**src/rtl/sdram_init_pkg.sv**
```systemverilog
package sdram_init_pkg;

  localparam int NSTEP = 18;

  typedef enum logic [2:0] {
    OP_NONE = 3'd0,
    OP_CKE  = 3'd1,
    OP_CMD  = 3'd2,
    OP_MODE = 3'd3,
    OP_EXT  = 3'd4,
    OP_REFR = 3'd5
  } op_kind_e;

  typedef enum logic [1:0] {
    WT_CMD  = 2'd0,
    WT_LOAD = 2'd1,
    WT_DLL  = 2'd2
  } wait_cls_e;

  localparam logic [5:0] C_MRS  = 6'h01;
  localparam logic [5:0] C_EMRS = 6'h02;
  localparam logic [5:0] C_AREF = 6'h04;
  localparam logic [5:0] C_PREA = 6'h08;
  localparam logic [5:0] C_EMR2 = 6'h10;
  localparam logic [5:0] C_EMR3 = 6'h20;

  // steps present only in the second-generation script
  function automatic logic gen2_only_step(input int unsigned i);
    return (i == 2) || (i == 3) || ((i >= 13) && (i <= 16));
  endfunction

endpackage

```
**src/rtl/sdram_init_rom.sv**
```systemverilog
module sdram_init_rom
  import sdram_init_pkg::*;
#(
  parameter int VAL_W          = 16,
  parameter int IDX_W          = 5,
  parameter logic [15:0] MR_DLL_G2 = 16'h0143,
  parameter logic [15:0] MR_RUN_G2 = 16'h0043,
  parameter logic [15:0] MR_DLL_G1 = 16'h0133,
  parameter logic [15:0] MR_RUN_G1 = 16'h0033,
  parameter logic [15:0] EXT_G2    = 16'h0402,
  parameter logic [15:0] EXT_G1    = 16'h0000,
  parameter logic [15:0] EXT_OCD   = 16'h0782
) (
  input  logic [IDX_W-1:0] idx,
  input  logic             ddr1,
  input  logic [VAL_W-1:0] refr_val,
  output op_kind_e         kind,
  output logic [5:0]       cmd,
  output logic [VAL_W-1:0] val,
  output wait_cls_e        wsel,
  output logic [IDX_W-1:0] nxt_idx,
  output logic             last
);

  logic [VAL_W-1:0] mr_dll, mr_run, ext_norm, ext_ocd;

  assign mr_dll   = VAL_W'(ddr1 ? MR_DLL_G1 : MR_DLL_G2);
  assign mr_run   = VAL_W'(ddr1 ? MR_RUN_G1 : MR_RUN_G2);
  assign ext_norm = VAL_W'(ddr1 ? EXT_G1 : EXT_G2);
  assign ext_ocd  = VAL_W'(EXT_OCD);

  always_comb begin
    kind = OP_NONE;
    cmd  = '0;
    val  = '0;
    wsel = WT_CMD;
    case (idx)
      5'd0:  begin kind = OP_CKE;  wsel = WT_LOAD; end
      5'd1:  begin kind = OP_CMD;  cmd = C_PREA; end
      5'd2:  begin kind = OP_CMD;  cmd = C_EMR2; end
      5'd3:  begin kind = OP_CMD;  cmd = C_EMR3; end
      5'd4:  begin kind = OP_EXT;  val = ext_norm; wsel = WT_LOAD; end
      5'd5:  begin kind = OP_CMD;  cmd = C_EMRS; end
      5'd6:  begin kind = OP_MODE; val = mr_dll; wsel = WT_DLL; end
      5'd7:  begin kind = OP_CMD;  cmd = C_MRS; end
      5'd8:  begin kind = OP_CMD;  cmd = C_PREA; end
      5'd9:  begin kind = OP_CMD;  cmd = C_AREF; end
      5'd10: begin kind = OP_CMD;  cmd = C_AREF; end
      5'd11: begin kind = OP_MODE; val = mr_run; wsel = WT_LOAD; end
      5'd12: begin kind = OP_CMD;  cmd = C_MRS;  wsel = WT_LOAD; end
      5'd13: begin kind = OP_EXT;  val = ext_ocd; wsel = WT_LOAD; end
      5'd14: begin kind = OP_CMD;  cmd = C_EMRS; wsel = WT_LOAD; end
      5'd15: begin kind = OP_EXT;  val = ext_norm; wsel = WT_LOAD; end
      5'd16: begin kind = OP_CMD;  cmd = C_EMRS; wsel = WT_LOAD; end
      5'd17: begin kind = OP_REFR; val = refr_val; wsel = WT_LOAD; end
      default: begin kind = OP_NONE; end
    endcase
  end

  // next index: smallest later step that belongs to the selected script
  always_comb begin
    logic found;
    found   = 1'b0;
    nxt_idx = '0;
    for (int k = NSTEP - 1; k >= 0; k--) begin
      if ((k > int'(idx)) && !(ddr1 && gen2_only_step(unsigned'(k)))) begin
        nxt_idx = IDX_W'(k);
        found   = 1'b1;
      end
    end
    last = !found;
  end

endmodule

```
**src/rtl/sdram_init_timer.sv**
```systemverilog
module sdram_init_timer #(
  parameter int CNT_W = 10
) (
  input  logic             clk,
  input  logic             rst_n,
  input  logic             load,
  input  logic [CNT_W-1:0] load_val,
  input  logic             tick,
  output logic             expire
);

  logic [CNT_W-1:0] cnt_q, cnt_d;
  logic             cnt_en;

  assign cnt_en = load || (tick && (cnt_q != '0));

  always_comb begin
    cnt_d = cnt_q;
    if (load)
      cnt_d = load_val;
    else if (tick && (cnt_q != '0))
      cnt_d = cnt_q - 1'b1;
  end

  always_ff @(posedge clk or negedge rst_n) begin
    if (!rst_n)
      cnt_q <= '0;
    else if (cnt_en)
      cnt_q <= cnt_d;
  end

  assign expire = !load && tick && (cnt_q == CNT_W'(1));


  tmr_drain_chk: assert property (@(posedge clk) disable iff (!rst_n)
    expire |=> (cnt_q == '0));


  tmr_no_wrap_chk: assert property (@(posedge clk) disable iff (!rst_n)
    (!load && (cnt_q == '0)) |=> (cnt_q == '0));

endmodule

```
**src/rtl/sdram_init_fsm.sv**
```systemverilog
module sdram_init_fsm
  import sdram_init_pkg::*;
#(
  parameter int IDX_W     = 5,
  parameter int CNT_W     = 10,
  parameter int REF_W     = 16,
  parameter int W_CMD_US  = 10,
  parameter int W_LOAD_US = 100,
  parameter int W_DLL_US  = 1000
) (
  input  logic             clk,
  input  logic             rst_n,
  input  logic             start,
  input  logic             type_sel,
  input  logic [REF_W-1:0] refr_cfg,
  input  op_kind_e         kind,
  input  wait_cls_e        wsel,
  input  logic [IDX_W-1:0] nxt_idx,
  input  logic             last,
  input  logic             tmr_expire,
  output logic [IDX_W-1:0] idx,
  output logic             ddr1,
  output logic             tmr_load,
  output logic [CNT_W-1:0] tmr_val,
  output logic             op_stb,
  output logic             busy,
  output logic             ready,
  output logic             cke,
  output logic [REF_W-1:0] refresh
);

  typedef enum logic [1:0] {S_IDLE = 2'd0, S_ISSUE = 2'd1, S_WAIT = 2'd2} st_e;

  st_e              st_q, st_d;
  logic [IDX_W-1:0] idx_d;
  logic             ddr1_d, ready_d, cke_d;
  logic             take;
  logic             ref_en;

  assign take   = (st_q == S_IDLE) && start;
  assign op_stb = (st_q == S_ISSUE);
  assign busy   = (st_q != S_IDLE);
  assign ref_en = op_stb && (kind == OP_REFR);

  always_comb begin
    case (wsel)
      WT_DLL:  tmr_val = CNT_W'(W_DLL_US);
      WT_LOAD: tmr_val = CNT_W'(W_LOAD_US);
      default: tmr_val = CNT_W'(W_CMD_US);
    endcase
  end

  assign tmr_load = op_stb;

  always_comb begin
    st_d    = st_q;
    idx_d   = idx;
    ddr1_d  = ddr1;
    ready_d = ready;
    cke_d   = cke;
    case (st_q)
      S_IDLE: if (take) begin
        st_d    = S_ISSUE;
        idx_d   = '0;
        ddr1_d  = type_sel;
        ready_d = 1'b0;
        cke_d   = 1'b0;
      end
      S_ISSUE: begin
        st_d = S_WAIT;
        if (kind == OP_CKE) cke_d = 1'b1;
      end
      S_WAIT: if (tmr_expire) begin
        if (last) begin
          st_d    = S_IDLE;
          ready_d = 1'b1;
        end else begin
          st_d  = S_ISSUE;
          idx_d = nxt_idx;
        end
      end
      default: st_d = S_IDLE;
    endcase
  end

  always_ff @(posedge clk or negedge rst_n) begin
    if (!rst_n) begin
      st_q  <= S_IDLE;
      idx   <= '0;
      ddr1  <= 1'b0;
      ready <= 1'b0;
      cke   <= 1'b0;
    end else begin
      st_q  <= st_d;
      idx   <= idx_d;
      ddr1  <= ddr1_d;
      ready <= ready_d;
      cke   <= cke_d;
    end
  end

  always_ff @(posedge clk or negedge rst_n) begin
    if (!rst_n)
      refresh <= '0;
    else if (ref_en)
      refresh <= refr_cfg;
  end


  stb_single_chk: assert property (@(posedge clk) disable iff (!rst_n)
    op_stb |=> !op_stb);


  type_hold_chk: assert property (@(posedge clk) disable iff (!rst_n)
    busy |=> $stable(ddr1));


  ready_idle_chk: assert property (@(posedge clk) disable iff (!rst_n)
    ready |-> !busy);


  start_ignored_chk: assert property (@(posedge clk) disable iff (!rst_n)
    (busy && start && !(tmr_expire && last)) |=> busy);

endmodule

```
**src/rtl/sdram_init_seq.sv**
```systemverilog
module sdram_init_seq
  import sdram_init_pkg::*;
#(
  parameter int VAL_W     = 16,
  parameter int REF_W     = 16,
  parameter int W_CMD_US  = 10,
  parameter int W_LOAD_US = 100,
  parameter int W_DLL_US  = 1000
) (
  input  logic             clk,
  input  logic             rst_n,
  input  logic             start_i,
  input  logic             type_ddr1_i,
  input  logic             us_tick_i,
  input  logic [REF_W-1:0] refresh_cfg_i,
  output logic             busy_o,
  output logic             ready_o,
  output logic             cke_o,
  output logic             op_stb_o,
  output logic [2:0]       op_kind_o,
  output logic [5:0]       op_cmd_o,
  output logic [VAL_W-1:0] op_val_o,
  output logic [REF_W-1:0] refresh_o
);

  localparam int IDX_W  = $clog2(NSTEP);
  localparam int W_MAX1 = (W_CMD_US > W_LOAD_US) ? W_CMD_US : W_LOAD_US;
  localparam int W_MAX  = (W_MAX1 > W_DLL_US) ? W_MAX1 : W_DLL_US;
  localparam int CNT_W  = $clog2(W_MAX + 1);

  logic [1:0]       rst_sync_q;
  logic             rst_in_n;
  logic [IDX_W-1:0] idx, nxt_idx;
  logic             ddr1, last, tmr_load, tmr_expire, stb;
  logic [CNT_W-1:0] tmr_val;
  op_kind_e         kind;
  wait_cls_e        wsel;
  logic [5:0]       cmd;
  logic [VAL_W-1:0] val, refr_val;

  always_ff @(posedge clk or negedge rst_n) begin
    if (!rst_n)
      rst_sync_q <= 2'b00;
    else
      rst_sync_q <= {rst_sync_q[0], 1'b1};
  end
  assign rst_in_n = rst_sync_q[1];

  assign refr_val = VAL_W'(refresh_cfg_i);

  sdram_init_rom #(.VAL_W(VAL_W), .IDX_W(IDX_W)) u_rom (
    .idx      (idx),
    .ddr1     (ddr1),
    .refr_val (refr_val),
    .kind     (kind),
    .cmd      (cmd),
    .val      (val),
    .wsel     (wsel),
    .nxt_idx  (nxt_idx),
    .last     (last)
  );

  sdram_init_timer #(.CNT_W(CNT_W)) u_tmr (
    .clk      (clk),
    .rst_n    (rst_in_n),
    .load     (tmr_load),
    .load_val (tmr_val),
    .tick     (us_tick_i),
    .expire   (tmr_expire)
  );

  sdram_init_fsm #(
    .IDX_W(IDX_W), .CNT_W(CNT_W), .REF_W(REF_W),
    .W_CMD_US(W_CMD_US), .W_LOAD_US(W_LOAD_US), .W_DLL_US(W_DLL_US)
  ) u_fsm (
    .clk        (clk),
    .rst_n      (rst_in_n),
    .start      (start_i),
    .type_sel   (type_ddr1_i),
    .refr_cfg   (refresh_cfg_i),
    .kind       (kind),
    .wsel       (wsel),
    .nxt_idx    (nxt_idx),
    .last       (last),
    .tmr_expire (tmr_expire),
    .idx        (idx),
    .ddr1       (ddr1),
    .tmr_load   (tmr_load),
    .tmr_val    (tmr_val),
    .op_stb     (stb),
    .busy       (busy_o),
    .ready      (ready_o),
    .cke        (cke_o),
    .refresh    (refresh_o)
  );

  assign op_stb_o  = stb;
  assign op_kind_o = stb ? kind : OP_NONE;
  assign op_cmd_o  = (stb && (kind == OP_CMD)) ? cmd : 6'h00;
  assign op_val_o  = stb ? val : '0;


  cmd_onehot_chk: assert property (@(posedge clk) disable iff (!rst_in_n)
    (stb && (kind == OP_CMD)) |-> ($countones(cmd) == 1));


  cke_hold_chk: assert property (@(posedge clk) disable iff (!rst_in_n)
    (cke_o && !(start_i && !busy_o)) |=> cke_o);

endmodule

```
**config.mk**
```make
export PLATFORM = sky130hd
export DESIGN_NAME = sdram_init_seq
export DESIGN_NICKNAME = d
export VERILOG_FILES = /design/src/rtl/sdram_init_pkg.sv /design/src/rtl/sdram_init_rom.sv /design/src/rtl/sdram_init_timer.sv /design/src/rtl/sdram_init_fsm.sv /design/src/rtl/sdram_init_seq.sv
export SDC_FILE = /design/constraint.sdc
export NUM_CORES = 1
export LEC_CHECK = 0
export ABC_AREA = 1
export BUFFER_PORTS_ARGS = -buffer_cell sky130_fd_sc_hd__buf_2
export CAP_MARGIN = 20
export CORE_MARGIN = 3
export CORE_UTILIZATION = 53
export DETAILED_ROUTE_END_ITERATION = 8
export GPL_TIMING_DRIVEN = 0
export HOLD_SLACK_MARGIN = 0.03
export PLACE_DENSITY_LB_ADDON = 0.15
export SETUP_SLACK_MARGIN = 0.5
export SYNTH_ARGS = -nofsm -noshare
export SYNTH_HDL_FRONTEND = slang
export SYNTH_SLANG_ARGS = --single-unit
```
**constraint.sdc**
```tcl
create_clock -name clk -period 2.5 [get_ports clk]
set_clock_uncertainty 0.2 [all_clocks]
set_input_delay 0.625 -clock clk [delete_from_list [all_inputs] [get_ports clk]]
set_output_delay 0.625 -clock clk [all_outputs]
set_load 0.02 [all_outputs]
```
==> flow_metrics.py, run 1 <==
metrics = {
    "status": {
        "outcome": "did not finish",
        "haltStage": "5_1_grt",
        "tool.error": "[ERROR DPL-0033] detailed placement checks failed during check placement.",
    },
    "yosys": {
        "yosys.area_share.simple": 0.298,
        "synthAdderAreaFrac": 0.0253,
        "syn_inst": 341,
        "synth_top_family_by_area": "simple AND/OR/NAND/NOR gates",
        "synth-edff-count": 0,
        "ys_async_sr_fraction": 1.00,
        "synth_seq_area_share": 0.385,
        "muxShareOfSynthArea": 0.0243,
        "yosys_register_bits": 38,
        "synth_cell_types": 37,
        "synthesis.area_um2": 2470,
        "synth_xor_area_frac": 0,
        "yosys_warnings": 0,
        "synth-compound-area-share": 0.156,
        "yosys_most_used_dff": "dfrtp_1",
        "synth_area_per_cell_um2": 7.24,
        "synthesis.nets": 367,
    },
    "clocking": {
        "htreeDepth": 2,
        "cts_num_sinks": 38,
        "cts_buffers": 5,
        "clockBufferDepth": 2,
        "cts_root_buf": "clkbuf_8",
    },
    "floorplanning": {
        "die_height_um": 74.2,
        "die_w_um": 74.2,
        "row_count": 24,
        "start_util": 0.559,
        "ios": 66,
    },
    "grt": {
        "grt_start_max_net_pins": 37,
        "antenna_found_initial": 1,
    },
    "placement": {
        "place_area_um2": 3090,
        "gp_congestion": 0.936,
        "dp_hpwl_um": 4920,
        "io_buffers": 65,
    },
    "timing": {
        "grt_worst_setup_endpoint": "op_val_o[12]",
        "endpoint_type": "output port",
    },
}
-- cells in the mapped netlist, types with 3 or more instances --
| library cell | instances | area, um^2 |
|---|---|---|
| a21oi_1 | 14 | 70.1 |
| a31oi_1 | 7 | 43.8 |
| buf_2 | 3 | 15.0 |
| clkbuf_1 | 4 | 15.0 |
| dfrtp_1 | 38 | 951 |
| ha_1 | 5 | 62.6 |
| inv_1 | 52 | 195 |
| inv_2 | 6 | 22.5 |
| mux2_2 | 4 | 45.0 |
| nand2_1 | 69 | 259 |
| nand2_2 | 4 | 25.0 |
| nand3_1 | 16 | 80.1 |
| nand4_1 | 4 | 25.0 |
| nor2_1 | 46 | 173 |
| nor2_2 | 4 | 25.0 |
| nor3_2 | 4 | 40.0 |
| o21ai_0 | 28 | 140 |
| o21ai_1 | 5 | 25.0 |
| o21ai_2 | 3 | 26.3 |
| o22ai_1 | 3 | 18.8 |
| o31ai_1 | 3 | 22.5 |
-- logic make-up after synthesis --
kind of cell    Yosys count
other cells               1
fa+ha+maj                 5
buf+inv                  68
simple gates            156
compound gates           68
mux                       5
flops                    38
-- through the flow --
step	util	TNS [ns]	hold slack [ns]	cells	worst slack, ns
2_1_floorplan	-	0	0.129	341	0.188
3_5_place_dp	0.700	-0.0369	0.145	458	-0.0230
4_1_cts	0.837	-5.11	0.163	491	-0.231
3_3_place_gp	0.700	-0.00909	0.135	458	-0.00909
-- timing repair --
action	in CTS
endpoints found under the setup margin	40
resized for setup	87
pin swaps	12
buffers inserted	23
hold buffers	1
hold endpoints to repair	2
cloned	1
==> run 2, diff against run 1 <==
--- a/config.mk
+++ b/config.mk
@@ -9,12 +9,10 @@
 export BUFFER_PORTS_ARGS = -buffer_cell sky130_fd_sc_hd__buf_2
 export CAP_MARGIN = 20
 export CORE_MARGIN = 3
-export CORE_UTILIZATION = 53
+export CORE_UTILIZATION = 40
 export DETAILED_ROUTE_END_ITERATION = 8
 export GPL_TIMING_DRIVEN = 0
-export HOLD_SLACK_MARGIN = 0.03
 export PLACE_DENSITY_LB_ADDON = 0.15
-export SETUP_SLACK_MARGIN = 0.5
 export SYNTH_ARGS = -nofsm -noshare
 export SYNTH_HDL_FRONTEND = slang
 export SYNTH_SLANG_ARGS = --single-unit
==> run 2 against run 1 <==
Against the previous run: the flow now finishes, with violations (negative setup slack); synthesized cell count is the same; area after synthesis is the same.
==> flow_metrics.py, run 2 <==
metrics = {
    "final_layout": {
        "reg_top3": "u_fsm.refresh x16, u_tmr.cnt_q x10, u_fsm.idx x5",
        "syn2layout_area_growth_pct": 38.1,
        "largest_reg_flops": 16,
        "finish.net_count": 455,
        "regMostFlops": "u_fsm.refresh",
        "n_antenna_cell": 0,
        "drive_above_1_share": 0.386,
        "final_common_cell": "nand2_1",
        "layout_common_cells": "65 x nand2_1, 50 x buf_2, 47 x inv_1",
    },
    "setup_path": {
        "r2r-start": "u_fsm.idx[2]",
        "path_max_fanout": 6,
        "critPathLaunchType": "flip-flop",
        "critPathKind": "reg2out",
        "crit_path_end_kind": "output pin",
        "reg2reg_to": "u_tmr.cnt_q[1]",
        "r2r_slack_ns": -0.04,
        "ff2ff_path_depth": 12,
        "arrival_ns": 1.96,
        "endpoint": "op_cmd_o[3]",
        "critPathRequiredTime_ns": 1.67,
        "worstSetupStartpoint": "u_fsm.idx[3]",
    },
    "timing": {
        "fin_crit_sh": 1.11,
        "slew_headroom": 0.466,
        "hold_viol_final": 0,
        "setup_ws_ns": -0.282,
        "fin_tns_setup_ns": -5.89,
        "fmax_ghz": 0.359,
        "slew_viol_final": 0,
        "rsz0062_at_grt": "true",
        "layout_min_cycle_time_ns": 2.78,
        "setup_viol": 27,
        "worstMarginPinSlew_ns": 0.801,
    },
    "placement": {
        "io_buffers": 65,
        "gp_congestion": 0.926,
        "dp_hpwl_um": 4990,
    },
    "grt": {
        "grt_start_max_net_pins": 37,
        "grt_pass1_wl_um": 11800,
        "track_usage": 0.202,
        "antenna_found_initial": 0,
        "gr-total-overflow": 0,
        "grt_pass1_vias": 2577,
    },
    "clocking": {
        "cts_num_sinks": 38,
        "htreeDepth": 2,
        "worst_skew_pair.late_latency_ns": 0.29,
        "clockBufferDepth": 2,
        "cts_root_buf": "clkbuf_8",
        "clk_pin_slew_ns": 0.08,
        "cts_buffers": 5,
        "cts_tree": "done",
    },
    "pwr": {
        "p_leak_uw": 0.00177,
        "swShare": 0.293,
        "clkPwrFrac": 0.349,
        "power.density_nw_per_um2": 446,
        "total_power_uw": 1520,
        "p_seq_frac": 0.489,
        "p_switching_uw": 446,
        "comb_power_share": 0.162,
        "p_int_uw": 1080,
        "ir_drop_mv": 0.230,
    },
    "yosys": {
        "synthesis.area_um2": 2470,
        "synth_cell_types": 37,
        "synthesis.nets": 367,
        "yosys_warnings": 0,
        "synth_top_area_cell": "dfrtp_1",
        "syn_inst": 341,
        "synth_seq_area_share": 0.385,
        "yosys_most_used_dff": "dfrtp_1",
        "synth_area_per_cell_um2": 7.24,
        "synth_area_leaders": "dfrtp_1 39%, nand2_1 10%, inv_1 7.9%",
        "synth-edff-count": 0,
        "ys_async_sr_fraction": 1.00,
        "netlist_top_cells_count": "69 x nand2_1, 52 x inv_1, 46 x nor2_1",
        "yosysMostFrequentCell": "nand2_1",
        "synth_top_area_share": 0.385,
        "yosys_register_bits": 38,
    },
    "drt": {
        "first_pass_iters": 4,
        "viasPerCell": 5.10,
        "wl_per_cell_um": 13.7,
        "drt_iter0_drc": 163,
        "finalWirelength_um": 6870,
        "drc_errors": 0,
        "ant_nets": 0,
        "num_vias": 2561,
    },
    "floorplanning": {
        "ios": 66,
        "dieArea_um2": 7150,
        "die_w_um": 84.6,
        "die_height_um": 84.6,
        "coreArea_um2": 5740,
        "row_count": 27,
        "start_util": 0.430,
    },
    "flow_run": {
        "cap_violations": 0,
    },
    "status": {
        "violations": "negative setup slack",
        "outcome": "finished, violations left",
    },
    "hold_path": {
        "worst_hold_path_type": "reg2async",
    },
}
==> run 2: cell counts after synthesis <==
Identical to the previous run, type by type.
==> run 2: power by group through the flow <==
stage / logic [uW] / clock network, uW / registers, uW
floorplan: 176 / 0 / 745
global placement: 229 / 0 / 753
detailed placement: 242 / 0 / 756
CTS: 247 / 539 / 745
global route: 283 / 570 / 755
finish: 246 / 532 / 744
==> run 2: routing by layer <==
| layer | vias up | global-route usage | share of wire |
|---|---|---|---|
| li1 | 1272 | - | - |
| met1 | 1182 | 0.260 | 0.45 |
| met2 | 99 | 0.334 | 0.45 |
| met3 | 8 | 0.0569 | 0.086 |
| met4 | 0 | 0.0504 | 0.010 |
| met5 | - | 0 | 0 |
==> run 2: worst max-delay path, stage by stage (launching register included) <==
cell	delay [ns]
dfrtp_2	0.48
inv_4	0.10
nor2_4	0.04
inv_2	0.07
nor2_1	0.04
inv_1	0.05
nor2_1	0.05
a221oi_2	0.24
nand4_1	0.18
nand2_2	0.20
nor2_1	0.07
buf_4	0.15
==> run 2: repair_timing <==
action,4_1_cts,5_1_grt
buffers inserted,13,3
hold buffers,1,0
hold endpoints to repair,2,0
pin swaps,6,6
resized for setup,47,41
setup endpoints to repair,29,28
==> run 2: how the worst min path moves through the flow <==
stage	start	end	depth (start not counted)
after floorplan	rst_n	rst_sync_q[0]	0
after global placement	rst_sync_q[0]	rst_sync_q[1]	0
after detailed placement	rst_sync_q[0]	rst_sync_q[1]	0
after CTS	rst_sync_q[0]	rst_sync_q[1]	0
after global routing	rst_sync_q[0]	rst_sync_q[1]	0
final	rst_sync_q[1]	u_tmr.cnt_q[5]	0
==> run 2: kinds of logic after synthesis <==
kind of cell               share of synthesized area
buffers and inverters                          0.109
AOI/OAI and AO/OA                              0.156
DFF                                            0.385
muxes                                         0.0243
other                                        0.00152
and+or+nand+nor                                0.298
adders and majority gates                     0.0253
==> run 2: per-stage QoR <==
stage / hold WS [ns] / util / cell area, um^2 / setup slack [ns] / std cells
after global placement: 0.135 / 0.502 / 2880 / -0.249 / 478
after global routing: 0.174 / 0.594 / 3410 / -0.403 / 502
after detailed placement: 0.142 / 0.502 / 2890 / -0.212 / 478
after floorplan: 0.129 / - / 2470 / 0.0448 / 341
final: 0.165 / 0.594 / 3410 / -0.282 / 502
after CTS: 0.167 / 0.565 / 3240 / -0.245 / 499
==> run 2: layout make-up <==
cell class	count	area (um^2)
Multi-Input combinational cell	235	1420
Timing Repair Buffer	82	547
Clock inverter	3	45.0
Buffer	8	60.1
Fill cell	545	2330
Clock buffer	5	68.8
Sequential cell	38	955
Tap cell	72	90.1
Inverter	59	228
Power figures use the tool's default switching activity.
